**src/rtl/fiu_pkg.sv**
```systemverilog
package fiu_pkg;
    localparam int OP_W   = 32;
    localparam int ADDR_W = 32;
    localparam int CC_W   = 4;
    localparam int IDX_HI = 8;
    localparam int IDX_LO = 4;
    localparam int IDX_W  = IDX_HI + IDX_LO;
    localparam int NUM_CC = 1 << CC_W;

    typedef logic [OP_W-1:0]   op_t;
    typedef logic [ADDR_W-1:0] addr_t;

    typedef struct packed {
        logic n;
        logic z;
        logic c;
        logic v;
    } flags_t;

    typedef enum logic [CC_W-1:0] {
        CC_EQ = 4'h0, CC_NE = 4'h1, CC_CS = 4'h2, CC_CC = 4'h3,
        CC_MI = 4'h4, CC_PL = 4'h5, CC_VS = 4'h6, CC_VC = 4'h7,
        CC_HI = 4'h8, CC_LS = 4'h9, CC_GE = 4'hA, CC_LT = 4'hB,
        CC_GT = 4'hC, CC_LE = 4'hD, CC_AL = 4'hE, CC_NV = 4'hF
    } cc_e;

    function automatic logic cc_pass(cc_e cc, flags_t f);
        logic r;
        case (cc)
            CC_EQ:   r = f.z;
            CC_NE:   r = !f.z;
            CC_CS:   r = f.c;
            CC_CC:   r = !f.c;
            CC_MI:   r = f.n;
            CC_PL:   r = !f.n;
            CC_VS:   r = f.v;
            CC_VC:   r = !f.v;
            CC_HI:   r = f.c && !f.z;
            CC_LS:   r = !f.c || f.z;
            CC_GE:   r = (f.n == f.v);
            CC_LT:   r = (f.n != f.v);
            CC_GT:   r = !f.z && (f.n == f.v);
            CC_LE:   r = f.z || (f.n != f.v);
            CC_AL:   r = 1'b1;
            default: r = 1'b0;
        endcase
        return r;
    endfunction

    function automatic logic [IDX_W-1:0] disp_index(op_t op);
        return {op[27:20], op[7:4]};
    endfunction
endpackage

```
**src/rtl/fiu_queue.sv**
```systemverilog
module fiu_queue
    import fiu_pkg::*;
#(
    parameter addr_t RESET_PC = '0
) (
    input  logic  clk,
    input  logic  rst,
    input  logic  step_i,
    input  logic  fetch_ok_i,
    input  logic  inject_i,
    input  op_t   inject_op_i,
    input  op_t   fetch_word_i,
    output op_t   head_o,
    output addr_t fetch_addr_o,
    output logic  advance_o
);
    localparam int    WORD_BYTES = OP_W / 8;
    localparam addr_t PC_STEP    = addr_t'(WORD_BYTES);

    addr_t pc_q;
    op_t   head_q;
    op_t   second_q;

    assign advance_o    = step_i && fetch_ok_i && !inject_i;
    assign fetch_addr_o = pc_q + PC_STEP;
    assign head_o       = head_q;

    always_ff @(posedge clk) begin
        if (rst) begin
            pc_q     <= RESET_PC;
            head_q   <= '0;
            second_q <= '0;
        end else if (inject_i) begin
            pc_q     <= pc_q - PC_STEP;
            second_q <= head_q;
            head_q   <= inject_op_i;
        end else if (advance_o) begin
            pc_q     <= pc_q + PC_STEP;
            head_q   <= second_q;
            second_q <= fetch_word_i;
        end
    end


    pc_adv_chk: assert property (@(posedge clk) disable iff (rst)
        (step_i && fetch_ok_i && !inject_i) |=> (pc_q == $past(pc_q) + PC_STEP));


    stall_hold_chk: assert property (@(posedge clk) disable iff (rst)
        (!fetch_ok_i && !inject_i) |=> ($stable(pc_q) && $stable(head_q) && $stable(second_q)));


    inject_head_chk: assert property (@(posedge clk) disable iff (rst)
        inject_i |=> (head_q == $past(inject_op_i) && second_q == $past(head_q)));


    inject_wins_chk: assert property (@(posedge clk) disable iff (rst)
        (inject_i && step_i) |=> (pc_q == $past(pc_q) - PC_STEP));
endmodule

```
**src/rtl/fiu_cond.sv**
```systemverilog
module fiu_cond
    import fiu_pkg::*;
(
    input  logic [CC_W-1:0] cc_i,
    input  flags_t          flags_i,
    output logic            pass_o
);
    logic [NUM_CC-1:0] pass_vec;

    for (genvar k = 0; k < NUM_CC; k++) begin : g_cc
        assign pass_vec[k] = cc_pass(cc_e'(CC_W'(k)), flags_i);
    end

    assign pass_o = pass_vec[cc_i];


    always_comb begin
        always_chk: assert (!(cc_i == CC_AL) || pass_o);
    end
endmodule

```
**src/rtl/fiu_issue_reg.sv**
```systemverilog
module fiu_issue_reg
    import fiu_pkg::*;
#(
    parameter int SKIP_W       = 4,
    parameter int SKIP_PENALTY = 2
) (
    input  logic              clk,
    input  logic              rst,
    input  logic              fire_i,
    input  logic              pass_i,
    input  op_t               op_i,
    output logic              fire_o,
    output logic              exec_o,
    output op_t               op_o,
    output logic [IDX_W-1:0]  idx_o,
    output logic [SKIP_W-1:0] skip_o
);
    localparam logic [SKIP_W-1:0] PENALTY = SKIP_W'(SKIP_PENALTY);

    always_ff @(posedge clk) begin
        if (rst) begin
            fire_o <= 1'b0;
            exec_o <= 1'b0;
            skip_o <= '0;
            op_o   <= '0;
            idx_o  <= '0;
        end else begin
            fire_o <= fire_i;
            exec_o <= fire_i && pass_i;
            skip_o <= (fire_i && !pass_i) ? PENALTY : '0;
            if (fire_i) begin
                op_o  <= op_i;
                idx_o <= disp_index(op_i);
            end
        end
    end


    never_exec_chk: assert property (@(posedge clk) disable iff (rst)
        (fire_o && op_o[31:28] == CC_NV) |-> !exec_o);


    always_exec_chk: assert property (@(posedge clk) disable iff (rst)
        (fire_o && op_o[31:28] == CC_AL) |-> exec_o);


    skip_penalty_chk: assert property (@(posedge clk) disable iff (rst)
        (fire_o && !exec_o) |-> (skip_o == PENALTY));


    no_skip_chk: assert property (@(posedge clk) disable iff (rst)
        (exec_o || !fire_o) |-> (skip_o == '0));
endmodule

```
**src/rtl/fetch_issue_unit.sv**
```systemverilog
module fetch_issue_unit
    import fiu_pkg::*;
#(
    parameter logic [31:0] RESET_PC     = 32'h0,
    parameter int          SKIP_W       = 4,
    parameter int          SKIP_PENALTY = 2
) (
    input  logic              clk,
    input  logic              rst,
    input  logic [3:0]        flags_i,
    input  logic [31:0]       fetch_data_i,
    input  logic              fetch_valid_i,
    input  logic              step_i,
    input  logic              inject_i,
    input  logic [31:0]       inject_op_i,
    output logic [31:0]       fetch_addr_o,
    output logic              issue_fire_o,
    output logic [31:0]       issue_op_o,
    output logic              exec_o,
    output logic [11:0]       dispatch_idx_o,
    output logic [SKIP_W-1:0] skip_cycles_o
);
    op_t  head;
    logic advance;
    logic pass;

    fiu_queue #(.RESET_PC(RESET_PC)) u_queue (
        .clk          (clk),
        .rst          (rst),
        .step_i       (step_i),
        .fetch_ok_i   (fetch_valid_i),
        .inject_i     (inject_i),
        .inject_op_i  (inject_op_i),
        .fetch_word_i (fetch_data_i),
        .head_o       (head),
        .fetch_addr_o (fetch_addr_o),
        .advance_o    (advance)
    );

    fiu_cond u_cond (
        .cc_i    (head[31:28]),
        .flags_i (flags_t'(flags_i)),
        .pass_o  (pass)
    );

    fiu_issue_reg #(.SKIP_W(SKIP_W), .SKIP_PENALTY(SKIP_PENALTY)) u_issue (
        .clk    (clk),
        .rst    (rst),
        .fire_i (advance),
        .pass_i (pass),
        .op_i   (head),
        .fire_o (issue_fire_o),
        .exec_o (exec_o),
        .op_o   (issue_op_o),
        .idx_o  (dispatch_idx_o),
        .skip_o (skip_cycles_o)
    );
endmodule

```
**config.mk**
```make
export PLATFORM = sky130hd
export DESIGN_NAME = fetch_issue_unit
export DESIGN_NICKNAME = d
export VERILOG_FILES = /design/src/rtl/fiu_pkg.sv /design/src/rtl/fiu_queue.sv /design/src/rtl/fiu_cond.sv /design/src/rtl/fiu_issue_reg.sv /design/src/rtl/fetch_issue_unit.sv
export SDC_FILE = /design/constraint.sdc
export NUM_CORES = 1
export LEC_CHECK = 0
export CAP_MARGIN = 20
export CORE_MARGIN = 5
export CORE_UTILIZATION = 44
export CTS_CLUSTER_SIZE = 28
export DETAILED_ROUTE_END_ITERATION = 10
export PLACE_DENSITY = 0.72
export SLEW_MARGIN = 20
export SYNTH_ARGS = -nofsm -noshare
export SYNTH_HDL_FRONTEND = slang
export SYNTH_HIERARCHICAL = 1
export SYNTH_SLANG_ARGS = --single-unit
export TNS_END_PERCENT = 30
```
**constraint.sdc**
```tcl
create_clock -name clk -period 4.1 [get_ports clk]
set_input_delay 0.82 -clock clk [delete_from_list [all_inputs] [get_ports clk]]
set_output_delay 0.82 -clock clk [all_outputs]
set_load 0.01 [all_outputs]
```
==> impl_results.md, run 1 <==
* Outcome: finished clean
* Largest net degree at the start of global routing at between 100 and 150
* Slowest cell on crit path: nor4_1
* Final WL at between 15 and 20 mm
* CTS-repair resized insts at 0
* Setup crit end kind: output port
* Cell leakage power at 3.03 nW
* Pwr Density at 442 mW/mm^2
* Vias post-DR at around 6300
* CTS hold repair buffers at 0
* Commonest non-fill, non-tap cells in the layout: 152 x nand2_1, 147 x clkdlybuf4s50_1, 132 x a21oi_1
* Nets@finish at 1060
* Crit Path Max Fanout at 12
* Die height at approximately 130 um
* Average wire per standard cell at roughly 15 um
* Port Buf Inserts at 149
* Commonest non-fill, non-tap cell in the layout: nand2_1
* Worst-skew pair later-pin latency at between 0.4 and 0.5 ns
* Peak Freq at ~270 MHz
* Drt drc at 0
* Non-filler cells in the finished layout at roughly 1200
* Slew Limit Fails at 0
* Initial antenna violation count at 0
* DR pass1 iterations at 5
* GRT overflow at 0
* Yosys top cell area share at between 30% and 40%
* Max_cap viols at 0
* Max-slew headroom at a little under a third
* Via/cell ratio at 5.36
* Crit path kind: register to output port
* Post-synth EDFFs at 0
* Clock Skew at 0.00461 ns
* Seq/Total Area, Yosys at roughly two fifths
* RD Place Congestion at 0.917
* Mapped Cells at approximately 900
* CTS buffer count at 17
* Syn_area_per_cell at about 7.5 um^2
* Period minus WS final at 3.67 ns
* Initial Util at between 40% and 50%
* Synth async-reset ratio at 0%
* I/O Pins at ~160
* Worst Hold Class: register to register
* VDD IR max at between 0.2 and 0.3 mV
* Global-route wire length before repair at between 20 and 30 mm
* RSZ-0062 raised after global routing: no
* Setup TNS at 0 ns
* Setup Fix Bufs, Post-CTS at 0
* Final hold violation count at 0
* Critical Path RT at between 3 and 4 ns
* Warnings from Yosys at 6
* # rows at 45
* Full die area at between 0.015 and 0.02 mm^2
* Worst-Margin Slew at around 1.0 ns
* Startpoint Class: register
* Area leader, netlist: dfxtp_1
* Largest stage delay, worst path at 0.68 ns
* CORE AREA at ~0.015 mm^2
* CTS HTree Levels at 4
* Final setup viols at 0
* Final worst-path cycle share at between 80 and 90%
* GR Util All Layers at between 10% and 20%
* Inst Count DP at around 1200
* Synth unique cells at approximately 60
* Clk sinks at approximately 130
* Chip width at 134 um
* Root Driver: clkbuf_16
* P&R area growth vs syn at 28.7%
* Ys flop type: dfxtp_1
* Vias in the first global route at 5688
* #FFs+latches synth at between 100 and 150
* TritonCTS clock tree: done
* CTS max path bufs at 2
* CP arrival at 2.85 ns
* Reg clk slew, reported paths at 0.05 ns
* Filler cells at around 1400
* 1st-iter DRT viols at 637
* Ant diodes at 0
* Mapped cell area at a little under 0.007 mm^2
* Top post-synthesis cells by area: dfxtp_1 38%, a21oi_1 9.8%, nand2_1 8.5%, nor2_1 7.3%, mux2i_1 5.1%
* DP HPWL at about 12 mm
* Crit-path cells: nand4_1 -> nor4_1 -> nand3_1 -> xnor2_1 -> clkdlybuf4s50_1
* Antenna viol nets, final at 0
* Share of layout cells above drive strength 1 at between 5 and 6%
-- final cells by class --
cell class | count | area (um^2) | area share [%]
clock buffer | 20 | 467 | 5.40
clock inverter | 9 | 133 | 1.53
inverter | 5 | 18.8 | 0.217
multi-input combinational | 672 | 3640 | 42.1
sequential | 129 | 2580 | 29.9
tap | 188 | 235 | 2.72
timing repair buffer | 160 | 1570 | 18.1
-- power by group --
group	internal [W]	switching, W	total [W]
Sequential	0.00134	0.000143	0.00149
Combinational	0.000398	0.000401	0.000799
Clock	0.000995	0.000542	0.00154
-- through the flow --
step	cell area (um^2)	utilization [%]	total power (W)	setup WS, ns	hold WS, ns
final	8650	57.3	0.00382	0.431	0.490
after global routing	8650	57.3	0.00399	0.277	0.530
after CTS	8650	57.3	0.00384	0.499	0.499
after detailed placement	8050	53.3	0.00230	0.958	0.483
after global placement	8050	53.3	0.00229	1.00	0.473
after floorplan	6730	-	0.00201	1.57	0.477
-- worst paths after layout --
| check | cells past startpoint | endpoint | start | slack (ns) |
|---|---|---|---|---|
| hold / removal | 2 | u_issue/op_o[13]$_SDFFE_PP0P_ | u_issue/op_o[13]$_SDFFE_PP0P_ | 0.49 |
| setup / recovery | 5 | fetch_addr_o[25] | u_queue/pc_q[10]$_SDFFE_PP0P_ | 0.43 |
| setup reg to reg | 5 | u_queue/pc_q[15]$_SDFFE_PP0P_ | u_queue/pc_q[10]$_SDFFE_PP0P_ | 1.51 |
| hold reg to reg | 2 | u_issue/op_o[13]$_SDFFE_PP0P_ | u_issue/op_o[13]$_SDFFE_PP0P_ | 0.49 |
-- cells by family (layout without fill, tap and decap cells) --
group / Yosys count / count (layout) / synth area share (%)
AND/OR/NAND/NOR: 413 / 413 / 27.9
adder cells (fa/ha/maj): 2 / 2 / 0.372
flip-flops: 129 / 129 / 38.4
buffers and inverters: 98 / 194 / 7.58
AO/OA/AOI/OAI: 172 / 172 / 14.4
multiplexers: 37 / 37 / 5.57
XOR/XNOR: 43 / 43 / 5.60
other: 2 / 5 / 0.112
-- metal layers --
layer	wire (um)	global-route usage, %	share of wire [%]	vias to the layer above
met3	1220	5.29	6.8	21
met2	8150	30.5	45	227
met4	288	6.57	1.6	0
li1	-	-	-	3203
met1	8360	26.9	46	2891
met5	0	0	0	-
-- worst max-delay path, delay by kind of cell, from the launching register on --
kind	cells	cell delay (ns)
XOR/XNOR	1	0.16
flip-flops	1	0.55
buffers and inverters	1	0.55
AND/OR/NAND/NOR	3	1.19
-- synth_stat cells (5+ instances only) --
| library cell | count |
|---|---|
| nand2_1 | 153 |
| a21oi_1 | 132 |
| nor2_1 | 131 |
| dfxtp_1 | 129 |
| clkbuf_1 | 47 |
| mux2i_1 | 34 |
| nor3_1 | 30 |
| xnor2_1 | 29 |
| nand4_1 | 22 |
| nand3_1 | 21 |
| buf_4 | 18 |
| buf_1 | 15 |
| xor2_1 | 14 |
| nor4_1 | 11 |
| buf_2 | 8 |
| and4_1 | 7 |
| and3_1 | 6 |
| and2_1 | 5 |
| inv_1 | 5 |
-- flip-flops by register name, indices dropped and copies added (netlist names) --
register,cells
u_issue/fire_o,1
u_queue/pc_q,30
u_queue/head_o,32
u_issue/exec_o,1
u_issue/skip_o,1
u_issue/op_o,32
u_queue/second_q,32
Note: power is estimated with default switching activity, not from simulation.
==> run 2, diff against run 1 <==
- ABC_AREA: unset -> 1
- PLACE_DENSITY: 0.72 -> 0.71
- SKIP_CTS_REPAIR_TIMING: unset -> 1
==> run 2 against run 1 <==
  * Global-route usage increased by 1.3 points
  * Largest power group unchanged
  * Combinational power down 4.3%
  * Utilization down 1.1 points
  * Non-clock buffer count decreased by 5
  * Register-to-register slack gained 0.75 ns
  * Via count increased by 17%
  * Largest cell class unchanged
  * Total power shrank 4.4%
  * First-iteration DRC count is 8.2% lower
  * Routed wire length is 16% higher
  * Critical path type unchanged
  * Hold slack got worse by 0.019 ns
==> impl_results.md, run 2 <==
* Outcome: finished clean
* Largest net degree at the start of global routing at 90 (-20%)
* CTS buffer count at 17 (unchanged)
* Syn_area_per_cell at 6.24 um^2 (-17%)
* Via/cell ratio at 4.95 (-7.7%)
* Clock power frac at 39.9% (-0.3 points)
* CTS HTree Levels at 4 (unchanged)
* Initial Util at 44.4% (-0.12 points)
* Sw power at 0.00119 W (+9.9%)
* Final setup viols at 0 (unchanged)
* Crit path kind: register to output port
* WHS Endpoint: u_issue/op_o[14]$_SDFFE_PP0P_
* Die height at 139 um (+3.8%)
* 1st-iter DRT viols at 585 (-8.2%)
* Global-route wire length before repair at 33.7 mm (+17%)
* Peak Freq at 314 MHz (+15%)
* Warnings from Yosys at 6 (unchanged)
* Most used cell, CP: nand2_1
* Cell leakage power at 3.69 nW (+22%)
* Seq/Total Area, Yosys at 35.4% (-3.0 points)
* Critical Path RT at 3.28 ns (about the same)
* Crit-path cells: ha_1 -> nand2_1 -> nor2_2 -> nand2_2 -> nor2_8 -> nand2_1 -> o21ai_2 -> nand2_1 -> clkdlybuf4s50_1
* I/O Pins at 155 (unchanged)
* Final hold violation count at 0 (unchanged)
* Switching share of power at 32.7% (+4.3 points)
* GRT overflow at 0 (unchanged)
* Vias post-DR at 7405 (+17%)
* Average wire per standard cell at 13.9 um (-8.4%)
* Post-synth EDFFs at 0 (unchanged)
* Area leader, netlist: dfxtp_1
* TritonCTS clock tree: done
* Synth async-reset ratio at 0% (unchanged)
* DP HPWL at 14.4 mm (+18%)
* CORE AREA at 0.0164 mm^2 (+8.7%)
* Synth unique cells at 37 (-37%)
* Mapped cell area at 0.00729 mm^2 (+8.4%)
* Startpoint Class: register
* Final WL at 20.9 mm (+16%)
* Worst-skew pair later-pin latency at 0.41 ns (about the same)
* CTS max path bufs at 2 (unchanged)
* DR pass1 iterations at 5 (unchanged)
* P&R area growth vs syn at 26.5%
* RSZ-0062 raised after global routing: no
* Chip width at 139 um (+3.8%)
* Mapped Cells at 1168 (+30%)
* Period minus WS final at 3.18 ns (-0.488 ns)
* Reg clk slew, reported paths at 0.06 ns (about the same)
* DP Worst Slack at 1.30 ns (+0.339 ns)
* Reg2Reg Setup Slack at 2.26 ns (+0.75 ns)
* FF-to-FF End: u_queue/pc_q[18]$_SDFFE_PP0P_
* Worst Hold Class: register to register
* Slew Limit Fails at 0 (unchanged)
* Crit path max-delay family: simple AND/OR/NAND/NOR gates
* Yosys top cell area share at 35.4% (-3.0 points)
* Commonest non-fill, non-tap cells in the layout: 457 x nand2_1, 157 x nor2_1, 147 x clkdlybuf4s50_1
* Commonest non-fill, non-tap cell in the layout: nand2_1
* Top post-synthesis cells by area: dfxtp_1 35%, nand2_1 24%, nor2_1 8.1%, a31oi_1 5.6%, inv_1 4.9%
* Pwr Density at 396 mW/mm^2 (-10%)
* # rows at 47 (+4.4%)
* Largest stage delay, worst path at 0.48 ns (-0.20 ns)
* Hold Path Stages at 2 (unchanged)
* Root Driver: clkbuf_16
* Max_cap viols at 0 (unchanged)
* Drt drc at 0 (unchanged)
* Int Pwr at 0.00246 W (-10%)
* Vias in the first global route at 6698 (+18%)
* Setup crit end kind: output port
* Port Buf Inserts at 149 (unchanged)
* Antenna viol nets, final at 0 (unchanged)
* Max-slew headroom at 40.1% (+10 points)
* Reg2Reg Launch Point: u_queue/pc_q[2]$_SDFFE_PP0P_
* VDD IR max at 0.292 mV (+1.1%)
* PnR worst setup slack at 0.919 ns (+0.488 ns)
* Ys flop type: dfxtp_1
* RD Place Congestion at 0.939 (+2.4%)
* GR Util All Layers at 21.0% (+1.3 points)
* Clk sinks at 129 (unchanged)
* Commonest cells in the netlist: 457 x nand2_1, 158 x nor2_1, 129 x dfxtp_1, 95 x inv_1, 65 x a31oi_1
* Nets@finish at 1337 (+26%)
* Slowest cell on crit path: clkdlybuf4s50_1
* Crit Path Max Fanout at 5 (-7)
* #FFs+latches synth at 129 (unchanged)
* Worst Path Buf+Inv at 1 (unchanged)
* Worst-Margin Slew at 0.898 ns (-0.150 ns)
* R2R cell count at 8 (+3)
* Clock Skew at 0.00686 ns (+0.00225 ns)
* Initial antenna violation count at 1 (+1)
* Share of layout cells above drive strength 1 at 6.51% (+0.88 points)
* Count leader, synth: nand2_1
* Share of power burned in registers at 39.2% (+0.3 points)
* Setup TNS at 0 ns (unchanged)
* Gate power share at 20.9% (about the same)
* Full die area at 0.0192 mm^2 (+7.8%)
* Final worst-path cycle share at 77.6% (-12 points)
* CP arrival at 2.36 ns (-0.49 ns)
* Hold_sp: u_issue/op_o[14]$_SDFFE_PP0P_
==> run 2: cell types whose count changed after synthesis, moves of 24 or more <==
cell      previous run  this run
mux2i_1             34         0
xnor2_1             29         5
a21oi_1            132        19
nand2_1            153       457
inv_1                5        95
nor2_1             131       158
nor3_1              30         2
nand3_1             21        58
clkbuf_1            47        21
a31oi_1              1        65
==> run 2: worst register-to-register path, cell delays in order, from the launching register on <==
cell,delay [ns]
dfxtp_1,0.31
inv_1,0.21
ha_1,0.28
nand2_1,0.11
nor2_1,0.28
nand4_1,0.21
a21oi_1,0.16
o21ai_0,0.11
a21oi_1,0.12
==> run 2: worst max path at each step <==
stage / slack (ns) / cells past startpoint / to / startpoint
floorplan: 1.96 / 8 / fetch_addr_o[24] / u_queue/pc_q[3]$_SDFFE_PP0P_
global placement: 1.33 / 6 / u_queue/pc_q[24]$_SDFFE_PP0P_ / rst
detailed placement: 1.30 / 7 / u_queue/pc_q[7]$_SDFFE_PP0P_ / fetch_valid_i
CTS: 0.89 / 9 / fetch_addr_o[24] / u_queue/pc_q[3]$_SDFFE_PP0P_
global route: 0.71 / 9 / fetch_addr_o[24] / u_queue/pc_q[3]$_SDFFE_PP0P_
finish: 0.92 / 9 / fetch_addr_o[24] / u_queue/pc_q[3]$_SDFFE_PP0P_
==> run 2: per-stage QoR <==
stage	utilization (%)	area, um^2	total power (W)	std cells	hold slack, ns
after floorplan	-	7300	0.00194	1171	0.454
after global placement	52.7	8650	0.00220	1463	0.459
after detailed placement	52.7	8650	0.00221	1463	0.463
after CTS	56.2	9220	0.00368	1495	0.471
after global routing	56.2	9220	0.00384	1496	0.488
final	56.2	9220	0.00365	1496	0.471
==> run 2: metal layers <==
metal | share of wire [%] | wire [um] | GRT usage [%]
met5 | 0 | 0 | 0
met1 | 46 | 9520 | 28.5
met4 | 2.4 | 500 | 7.52
met3 | 6.2 | 1300 | 4.21
met2 | 46 | 9550 | 33.5
==> run 2: final cells by class <==
cell class / instances / area [um^2]
Sequential cell: 129 / 2580
Antenna cell: 1 / 2.50
Clock buffer: 17 / 425
Inverter: 100 / 375
Multi-Input combinational cell: 859 / 3890
Fill cell: 1625 / 7190
Timing Repair Buffer: 155 / 1530
Tap cell: 220 / 275
Clock inverter: 15 / 141
==> run 2: logic make-up (layout without fill, tap and decap cells) <==
family | count (synthesis) | after routing | synth area share (%)
xor+xnor | 18 | 18 | 2.78
flops | 129 | 129 | 35.4
simple gates | 715 | 715 | 40.3
fa+ha+maj | 2 | 2 | 0.343
compound gates | 119 | 119 | 9.56
buf+inv | 183 | 287 | 11.5
other cells | 2 | 6 | 0.103
==> run 2: power by group through the flow <==
stage | logic [W] | registers, W | clock network (W)
2_1_floorplan | 0.000532 | 0.00141 | 0
3_3_place_gp | 0.000752 | 0.00145 | 0
3_5_place_dp | 0.000758 | 0.00145 | 0
4_1_cts | 0.000762 | 0.00143 | 0.00149
5_1_grt | 0.000849 | 0.00144 | 0.00155
6_report | 0.000765 | 0.00143 | 0.00146
